File: src/rtl/pwm_pkg.sv
package pwm_pkg;

    typedef enum logic [1:0] {
        CH_IDLE  = 2'd0,
        CH_ARMED = 2'd1,
        CH_RUN   = 2'd2
    } ch_state_e;

    localparam int ADR_EN   = 0;
    localparam int ADR_POL  = 1;
    localparam int ADR_SEL  = 2;
    localparam int ADR_CAT  = 3;
    localparam int ADR_PER  = 8;
    localparam int ADR_DUTY = 16;

endpackage

File: src/rtl/pwm_regs.sv
module pwm_regs
    import pwm_pkg::*;
#(
    parameter int NCH = 8,
    parameter int DW  = 8,
    parameter int AW  = 5
) (
    input  logic                     clk,
    input  logic                     rst_n,
    input  logic                     wr_en,
    input  logic [AW-1:0]            addr,
    input  logic [DW-1:0]            wr_data,
    output logic [DW-1:0]            rd_data,
    output logic [NCH-1:0]           en_o,
    output logic [NCH-1:0]           pol_o,
    output logic [NCH-1:0]           sel_o,
    output logic [NCH/2-1:0]         cat_o,
    output logic [NCH-1:0][DW-1:0]   per_o,
    output logic [NCH-1:0][DW-1:0]   duty_o
);

    localparam int NPAIR = NCH / 2;

    always_ff @(posedge clk or negedge rst_n) begin
        if (!rst_n) begin
            en_o   <= '0;
            pol_o  <= '0;
            sel_o  <= '0;
            cat_o  <= '0;
            per_o  <= '0;
            duty_o <= '0;
        end else if (wr_en) begin
            if (addr == AW'(ADR_EN))  en_o  <= wr_data[NCH-1:0];
            if (addr == AW'(ADR_POL)) pol_o <= wr_data[NCH-1:0];
            if (addr == AW'(ADR_SEL)) sel_o <= wr_data[NCH-1:0];
            if (addr == AW'(ADR_CAT)) cat_o <= wr_data[NPAIR-1:0];
            for (int n = 0; n < NCH; n++) begin
                if (addr == AW'(ADR_PER + n))  per_o[n]  <= wr_data;
                if (addr == AW'(ADR_DUTY + n)) duty_o[n] <= wr_data;
            end
        end
    end

    always_comb begin
        rd_data = '0;
        if (addr == AW'(ADR_EN))  rd_data = DW'(en_o);
        if (addr == AW'(ADR_POL)) rd_data = DW'(pol_o);
        if (addr == AW'(ADR_SEL)) rd_data = DW'(sel_o);
        if (addr == AW'(ADR_CAT)) rd_data = DW'(cat_o);
        for (int n = 0; n < NCH; n++) begin
            if (addr == AW'(ADR_PER + n))  rd_data = per_o[n];
            if (addr == AW'(ADR_DUTY + n)) rd_data = duty_o[n];
        end
    end

endmodule

File: src/rtl/pwm_core.sv
module pwm_core
    import pwm_pkg::*;
#(
    parameter int CW = 8
) (
    input  logic          clk,
    input  logic          rst_n,
    input  logic          en,
    input  logic          pol,
    input  logic          tick,
    input  logic [CW-1:0] period,
    input  logic [CW-1:0] duty,
    output logic          out
);

    ch_state_e     st_q, st_d;
    logic [CW-1:0] cnt_q, cnt_d;
    logic [CW:0]   cnt_inc;
    logic          wrap;
    logic          past_duty;

    assign cnt_inc   = {1'b0, cnt_q} + 1'b1;
    assign wrap      = cnt_inc >= {1'b0, period};
    assign past_duty = (duty != '0) && (cnt_q >= duty);

    // next-state and counter
    always_comb begin
        st_d  = st_q;
        cnt_d = cnt_q;
        unique case (st_q)
            CH_IDLE: begin
                cnt_d = '0;
                if (en) st_d = CH_ARMED;
            end
            CH_ARMED: begin
                cnt_d = '0;
                if (!en)       st_d = CH_IDLE;
                else if (tick) st_d = CH_RUN;
            end
            CH_RUN: begin
                if (!en) begin
                    st_d  = CH_IDLE;
                    cnt_d = '0;
                end else if (tick) begin
                    cnt_d = wrap ? '0 : cnt_inc[CW-1:0];
                end
            end
            default: begin
                st_d  = CH_IDLE;
                cnt_d = '0;
            end
        endcase
    end

    // state register
    always_ff @(posedge clk or negedge rst_n) begin
        if (!rst_n) begin
            st_q  <= CH_IDLE;
            cnt_q <= '0;
        end else begin
            st_q  <= st_d;
            cnt_q <= cnt_d;
        end
    end

    // output
    always_comb begin
        unique case (st_q)
            CH_RUN:  out = pol ^ past_duty;
            default: out = 1'b0;
        endcase
    end

endmodule

File: src/rtl/pwm_pair.sv
module pwm_pair #(
    parameter int DW = 8
) (
    input  logic          clk,
    input  logic          rst_n,
    input  logic [1:0]    en,
    input  logic [1:0]    pol,
    input  logic [1:0]    sel,
    input  logic          cat,
    input  logic          tick_base,
    input  logic          tick_scaled,
    input  logic [DW-1:0] per_e,
    input  logic [DW-1:0] per_o,
    input  logic [DW-1:0] duty_e,
    input  logic [DW-1:0] duty_o,
    output logic [1:0]    out
);

    localparam int WW = 2 * DW;

    logic          tick_e, tick_o;
    logic          out_e, out_o;
    logic [WW-1:0] per_w, duty_w;

    assign tick_e = sel[0] ? tick_scaled : tick_base;
    assign tick_o = sel[1] ? tick_scaled : tick_base;
    assign per_w  = cat ? {per_e, per_o}   : {{DW{1'b0}}, per_o};
    assign duty_w = cat ? {duty_e, duty_o} : {{DW{1'b0}}, duty_o};

    pwm_core #(.CW(DW)) u_even (
        .clk    (clk),
        .rst_n  (rst_n),
        .en     (en[0] & ~cat),
        .pol    (pol[0]),
        .tick   (tick_e),
        .period (per_e),
        .duty   (duty_e),
        .out    (out_e)
    );

    pwm_core #(.CW(WW)) u_odd (
        .clk    (clk),
        .rst_n  (rst_n),
        .en     (en[1]),
        .pol    (pol[1]),
        .tick   (tick_o),
        .period (per_w),
        .duty   (duty_w),
        .out    (out_o)
    );

    assign out = {out_o, out_e & ~cat};

endmodule

File: src/rtl/pwm_top.sv
module pwm_top
    import pwm_pkg::*;
#(
    parameter int NCH = 8,
    parameter int DW  = 8,
    parameter int AW  = 5
) (
    input  logic           clk,
    input  logic           rst_n,
    input  logic           tick_a,
    input  logic           tick_sa,
    input  logic           tick_b,
    input  logic           tick_sb,
    input  logic           wr_en,
    input  logic [AW-1:0]  addr,
    input  logic [DW-1:0]  wr_data,
    output logic [DW-1:0]  rd_data,
    output logic [NCH-1:0] pwm_out
);

    localparam int NPAIR = NCH / 2;

    logic [NCH-1:0]         en_q, pol_q, sel_q;
    logic [NPAIR-1:0]       cat_q;
    logic [NCH-1:0][DW-1:0] per_q, duty_q;

    pwm_regs #(.NCH(NCH), .DW(DW), .AW(AW)) u_regs (
        .clk     (clk),
        .rst_n   (rst_n),
        .wr_en   (wr_en),
        .addr    (addr),
        .wr_data (wr_data),
        .rd_data (rd_data),
        .en_o    (en_q),
        .pol_o   (pol_q),
        .sel_o   (sel_q),
        .cat_o   (cat_q),
        .per_o   (per_q),
        .duty_o  (duty_q)
    );

    for (genvar p = 0; p < NPAIR; p++) begin : g_pair
        // pairs 0,2 -> group A ; pairs 1,3 -> group B
        logic base_t, scaled_t;
        if ((p % 2) == 0) begin : g_grp_a
            assign base_t   = tick_a;
            assign scaled_t = tick_sa;
        end else begin : g_grp_b
            assign base_t   = tick_b;
            assign scaled_t = tick_sb;
        end

        pwm_pair #(.DW(DW)) u_pair (
            .clk         (clk),
            .rst_n       (rst_n),
            .en          (en_q[2*p +: 2]),
            .pol         (pol_q[2*p +: 2]),
            .sel         (sel_q[2*p +: 2]),
            .cat         (cat_q[p]),
            .tick_base   (base_t),
            .tick_scaled (scaled_t),
            .per_e       (per_q[2*p]),
            .per_o       (per_q[2*p+1]),
            .duty_e      (duty_q[2*p]),
            .duty_o      (duty_q[2*p+1]),
            .out         (pwm_out[2*p +: 2])
        );
    end

endmodule

File: config.mk
export PLATFORM = sky130hd
export DESIGN_NAME = pwm_top
export DESIGN_NICKNAME = d
export VERILOG_FILES = /design/src/rtl/pwm_pkg.sv /design/src/rtl/pwm_regs.sv /design/src/rtl/pwm_core.sv /design/src/rtl/pwm_pair.sv /design/src/rtl/pwm_top.sv
export SDC_FILE = /design/constraint.sdc
export NUM_CORES = 1
export LEC_CHECK = 0
export BUFFER_PORTS_ARGS = -buffer_cell sky130_fd_sc_hd__buf_2
export CORE_UTILIZATION = 24
export CTS_CLUSTER_SIZE = 30
export DETAILED_ROUTE_END_ITERATION = 8
export MAX_ROUTING_LAYER = met4
export PLACE_DENSITY_LB_ADDON = 0.1
export SYNTH_ARGS = -nofsm -noshare
export SYNTH_HDL_FRONTEND = slang
export SYNTH_SLANG_ARGS = --single-unit
File: constraint.sdc
create_clock -name clk -period 7.95 [get_ports clk]
set_clock_uncertainty 0.2 [all_clocks]
set_input_delay 1.59 -clock clk [delete_from_list [all_inputs] [get_ports clk]]
set_output_delay 1.59 -clock clk [all_outputs]
set_load 0.01 [all_outputs]
# Word level (Yosys, flattened, before mapping)
# Cells that the tools add are included.
dict set report word_totals {
  regBits 268
  in_bits 20
  word_cells 316
}
dict set report classes {
  add_sub_neg 8
  order_cmp 16
  eq_ne 67
  muxes 116
  bitwise 20
  reduce_logical 53
}
# op count
set op_table {}
lappend op_table {{16-bit two-way mux} 24}
lappend op_table {{8-bit two-way mux} 36}
lappend op_table {{16-bit by 1-bit adder with 17-bit output, second input constant} 4}
lappend op_table {{17-bit by 16-bit greater-or-equal comparator with 1-bit output} 4}
lappend op_table {{16-bit greater-or-equal comparator} 4}
lappend op_table {{2-bit two-way mux} 32}
lappend op_table {{16-bit nonzero test} 4}
lappend op_table {{3-bit by 2-bit inequality test with 1-bit output, second input constant} 16}
lappend op_table {{2-bit case mux with 3 select lines} 8}
lappend op_table {{5-bit by 4-bit equality test with 1-bit output, second input constant} 8}
lappend op_table {{5-bit equality test, second input constant} 8}
lappend op_table {{2-bit AND reduction} 20}
lappend op_table {{8-bit by 1-bit adder with 9-bit output, second input constant} 4}
lappend op_table {{9-bit by 8-bit greater-or-equal comparator with 1-bit output} 4}
lappend op_table {{8-bit greater-or-equal comparator} 4}
lappend op_table {{2-bit inequality test, second input constant} 16}
lappend op_table {{8-bit nonzero test} 4}
lappend op_table {{3-bit AND reduction} 8}
lappend op_table {{2-bit by 1-bit equality test with 1-bit output, second input constant} 8}
lappend op_table {{2-bit equality test, second input constant} 8}
lappend op_table {{2-bit logical NOT} 8}
lappend op_table {{1-bit two-way mux} 16}
lappend op_table {{5-bit by 2-bit equality test with 1-bit output, second input constant} 2}
lappend op_table {{1-bit bitwise AND} 8}
lappend op_table {{5 further kinds} 22}

# Depth between registers and ports, before layout
dict set report depth {
  depth_word 21
  ltp_mapped 16
  depth_no_buf 14
}

# Cells and area by module
# From an unflattened synthesis, not the netlist that was laid out.
dict set report unflattened {
  hier_cells 2198
  area_unflattened_um2 20189.4
}
# mod instances cells_per_inst area_each_um2 seq_area_each_um2
set modules_own_cells {}
lappend modules_own_cells {pwm_regs 1 645 7604.8 3903.7}
lappend modules_own_cells {{pwm_core (g_pair[0].u_pair.u_even ...)} 4 131 1007.2 250.2}
lappend modules_own_cells {{pwm_core (g_pair[0].u_pair.u_odd ...)} 2 230 1926.8 450.4}
lappend modules_own_cells {{pwm_core (g_pair[3].u_pair.u_odd)} 1 250 2044.5 450.4}
lappend modules_own_cells {{pwm_core (g_pair[1].u_pair.u_odd)} 1 231 1961.9 450.4}
lappend modules_own_cells {pwm_pair 4 22 173.9 0.0}

# Least setup slack after synthesis
# OpenSTA, ideal clock, no wires.
dict set report synth_path {
  path_kind {input to output}
  startpoint {input port addr[3]}
  endpoint {output port rd_data[2]}
  arrival_time_ps 3145
  setup_slack_ps 3015
  cell_stages 9
  n_path_buf 2
  path_cell_list {buf_4 nand2b_1 buf_2 nor2_4 nand2_1 o21ai_0 a31oi_1 and3_1 or4_1}
}
dict set report synth_between {
  elab_chain_cells 21
  word_cells_on_any_way 40
}
# element line
set synth_rtl {}
lappend synth_rtl {{start, declared} pwm_top.sv:15} ;# input logic [AW-1:0] addr,
lappend synth_rtl {{5-bit logical NOT} pwm_regs.sv:46} ;# if (addr == AW'(ADR_EN)) rd_data = DW'(en_o);
lappend synth_rtl {{8-bit two-way mux} pwm_regs.sv:46}
lappend synth_rtl {{8-bit two-way mux} pwm_regs.sv:47} ;# if (addr == AW'(ADR_POL)) rd_data = DW'(pol_o);
lappend synth_rtl {{8-bit two-way mux} pwm_regs.sv:48} ;# if (addr == AW'(ADR_SEL)) rd_data = DW'(sel_o);
lappend synth_rtl {{8-bit two-way mux} pwm_regs.sv:49} ;# if (addr == AW'(ADR_CAT)) rd_data = DW'(cat_o);
lappend synth_rtl {{8-bit two-way mux} pwm_regs.sv:51} ;# if (addr == AW'(ADR_PER + n)) rd_data = per_o[n];
lappend synth_rtl {{8-bit two-way mux} pwm_regs.sv:52} ;# if (addr == AW'(ADR_DUTY + n)) rd_data = duty_o[n];
lappend synth_rtl {{8-bit two-way mux} pwm_regs.sv:51}
lappend synth_rtl {{[... 5 more ...]} -}
lappend synth_rtl {{8-bit two-way mux} pwm_regs.sv:51}
lappend synth_rtl {{8-bit two-way mux} pwm_regs.sv:52}
lappend synth_rtl {{8-bit two-way mux} pwm_regs.sv:51}
lappend synth_rtl {{8-bit two-way mux} pwm_regs.sv:52}
lappend synth_rtl {{8-bit two-way mux} pwm_regs.sv:51}
lappend synth_rtl {{8-bit two-way mux} pwm_regs.sv:52}
lappend synth_rtl {{8-bit two-way mux} pwm_regs.sv:51}
lappend synth_rtl {{8-bit two-way mux (*)} pwm_regs.sv:52}
lappend synth_rtl {{end, declared} pwm_top.sv:17} ;# output logic [DW-1:0] rd_data,
# Every way passes the cells marked *; elsewhere a longest branch is shown, timed or not.

# Worst setup path in the final report
# Same ends and word-level chain as after synthesis.

==> flow_summary.ini <==
[status]
status = finished, violations left
violations = design-rule violations

[critical_path]
crit_path_max_incr_delay_ps = 660
cp.required_ps = 6160
crit_arrival_ps = 4540
criticalPathCategory = in2out
worst-path-stages = 9
path_max_fanout = 20
critical-path-top-delay-family = simple AND/OR/NAND/NOR gates
timing.critical_path.mode_cell = buf_2
path_cells = buf_2 -> nand2b_1 -> nor2_4 -> nand2_1 -> o21ai_0 -> a31oi_1 -> and3_1 -> or4_1 -> buf_2
worst-r2r-cell-count = 14
cp-end-kind = output pin
critPathLaunchType = input port
critPathBufInv = 2
critPathSlowestCell = or4_1

[route]
drt_iter0_drc = 1163
drc = 4
dr.pass1.iters = 7
drt-wirelength-per-cell_um = 22.3
routed_via_density = 4.97
detail-route-antenna-nets = 0
vias = 15153
wirelength_mm = 68.1

[clock_network]
cts_buffers = 37
clock_path_buffers = 3
cts_sinks = 268
cts-root-buf = clkbuf_16
holdBufCountCts = 0
cts.clk_slew.worst_paths_ps = 50
post_cts_buffers = 0
htreeDepth = 2
tritoncts = built
post_cts_resized = 0
insertion_delay_ps = 550

[power_and_ir_drop]
irDropWorstVdd_uv = 134
leakagePower_uw = 0.00982
powerDensity_nw_per_um2 = 205
finalPower_uw = 4340

[synthesis]
ys_warn_count = 0
synth-seq-cells = 268
synthDistinctLibCells = 74
synth_edf_count = 0
synth-main-ff-cell = dfrtp_1
syn_inst = 1972
synthesis.area_um2 = 18700
synth.area.top_cells = dfrtp_1 (36%), ha_1 (13%), mux2_2 (9.4%), nand2_1 (3.9%), inv_1 (2.8%)
synth_top_area_cell = dfrtp_1
async_reset_ff_frac = 1.00
syn-num-nets = 2192
ys_seq_area_frac = 0.358
syn_avg_cell_area_um2 = 9.50
synth_top_area_frac = 0.358

[global_routing]
grt_use_total = 0.180
grt_pass1_wl_mm = 103
grt_antenna_before_repair = 7
grt_max_degree = 130
overflow = 0
grt_pass1_vias = 15432

[timing]
setup_tns_ps = 0
fin_crit_ps = 6330
tightestPinTransition_ps = 1020
rsz0062_at_grt = false
timing.fmax_mhz = 158
final-hold-violation-count = 0
timing.final.crit_share = 0.796
slew_headroom = 0.316
setup_violations = 0
slew_viol_final = 0

[floorplan]
die_w_um = 281
start_util = 0.242
dieHeight_um = 281
die_area_um2 = 79100
num_io_pins = 36
rows = 102
core_area_um2 = 77300

[placement]
place_congestion = 0.864
dp.final_hpwl_mm = 51.4
place_area_um2 = 20000
port_buffers = 35

[cells_and_area]
nFillCells = 8308
final_cell_mix = dfrtp_1 (268), ha_1 (200), nand2_1 (196)
fin_nets = 2202
syn2layout_area_growth_pct = 13.1
fin_area_um2 = 21200
final_common_cell = dfrtp_1
drive_above_1_share = 0.134

[min_path]
hp-class = reg2reg
hold_depth = 1

[run]
drv_cap = 0
[report_power, final]
| group | switching [uW] | internal [uW] |
|---|---|---|
| clock network | 663 | 1020 |
| logic | 477 | 350 |
| registers | 292 | 1530 |
[cell usage after synthesis (5+ instances only)]
library cell and n:
o211ai_1 19, or3_1 5, a31oi_1 31, o21a_1 11, mux2i_1 14, o21ai_0 100, buf_4 8, mux2_2 157
xnor2_1 46, a2111oi_0 9, clkbuf_1 45, a22oi_1 15, xor2_1 33, nand2b_1 49, a21o_1 49, nand4_1 32
o41ai_1 5, buf_1 8, o221ai_1 5, nor2b_1 9, o2111ai_1 7, nand2_1 196, and3_1 42, nor2_1 72
nor3_1 28, a221oi_1 9, ha_1 200, a211oi_1 18, inv_1 138, buf_2 11, nand3_1 77, o22ai_1 19
and4_1 6, a21oi_1 77, nand3b_1 21, and2_1 8, dfrtp_1 268, a22o_1 30, nor4_1 21, nor3b_1 6
a32o_1 7
[kinds of logic after synthesis]
family                   after synthesis  share of synthesized area
XOR/XNOR                              79                     0.0370
flip-flops                           268                      0.358
multiplexers                         173                      0.104
AO/OA/AOI/OAI                        450                      0.162
adder cells (fa/ha/maj)              200                      0.134
buffers and inverters                212                     0.0453
AND/OR/NAND/NOR                      590                      0.160
[path summary, 6_finish.rpt]
check                                                            start                                      endpoint  slack, ps
hold reg to reg            g_pair[2].u_pair.u_even.st_q[1]$_DFFE_PN0P_   g_pair[2].u_pair.u_even.st_q[0]$_DFFE_PN0P_        250
setup / recovery                                               addr[3]                                    rd_data[2]       1620
setup reg to reg           g_pair[1].u_pair.u_odd.cnt_q[1]$_DFFE_PN0P_   g_pair[1].u_pair.u_odd.cnt_q[7]$_DFFE_PN0P_       3750
hold / removal             g_pair[2].u_pair.u_even.st_q[1]$_DFFE_PN0P_   g_pair[2].u_pair.u_even.st_q[0]$_DFFE_PN0P_        250
min in group asynchronous                                        rst_n  g_pair[3].u_pair.u_odd.cnt_q[12]$_DFFE_PN0P_        820
max in group asynchronous                                        rst_n  g_pair[0].u_pair.u_odd.cnt_q[10]$_DFFE_PN0P_       5320
[worst reg2reg max path, delay by kind of cell (launching register included)]
family,cells,cell delay (ps)
flip-flops,1,450
AND/OR/NAND/NOR,4,1340
AO/OA/AOI/OAI,6,1050
adder cells (fa/ha/maj),2,560
XOR/XNOR,1,220
buffers and inverters,1,320
[sequential cells by signal, indices dropped and copies added (netlist names)]
register                    flops
u_regs.pol_o                    8
g_pair.u_pair.u_even.st_q       8
u_regs.duty_o                  64
u_regs.sel_o                    8
u_regs.cat_o                    4
g_pair.u_pair.u_even.cnt_q     32
u_regs.per_o                   64
g_pair.u_pair.u_odd.cnt_q      64
g_pair.u_pair.u_odd.st_q        8
u_regs.en_o                     8
[through the flow]
step	setup WS [ps]	hold slack [ps]	std cells	util
2_1_floorplan	3020	219	1972	-
3_3_place_gp	1700	230	2983	0.258
3_5_place_dp	1670	247	2983	0.258
4_1_cts	1670	252	3046	0.274
5_1_grt	1460	277	3048	0.274
6_report	1620	251	3049	0.274
[final cells by class]
cell class	count	area, um^2	share of cell area
Sequential cell	268	6710	0.317
Tap cell	1040	1300	0.0614
Clock buffer	54	1070	0.0505
Inverter	139	523	0.0247
Multi-Input combinational cell	1492	11200	0.528
Antenna cell	3	7.51	0.000355
Clock inverter	9	126	0.00597
Timing Repair Buffer	44	265	0.0125
[metal layers]
metal  vias to the layer above  wire length (um)  track usage
met5                         -                 0            -
met4                         0              1540       0.0453
met3                        86              2970       0.0252
met2                       295             29000        0.263
met1                      7488             34600        0.258
li1                       7284                 -            -
(Power assumes the default switching activity.)
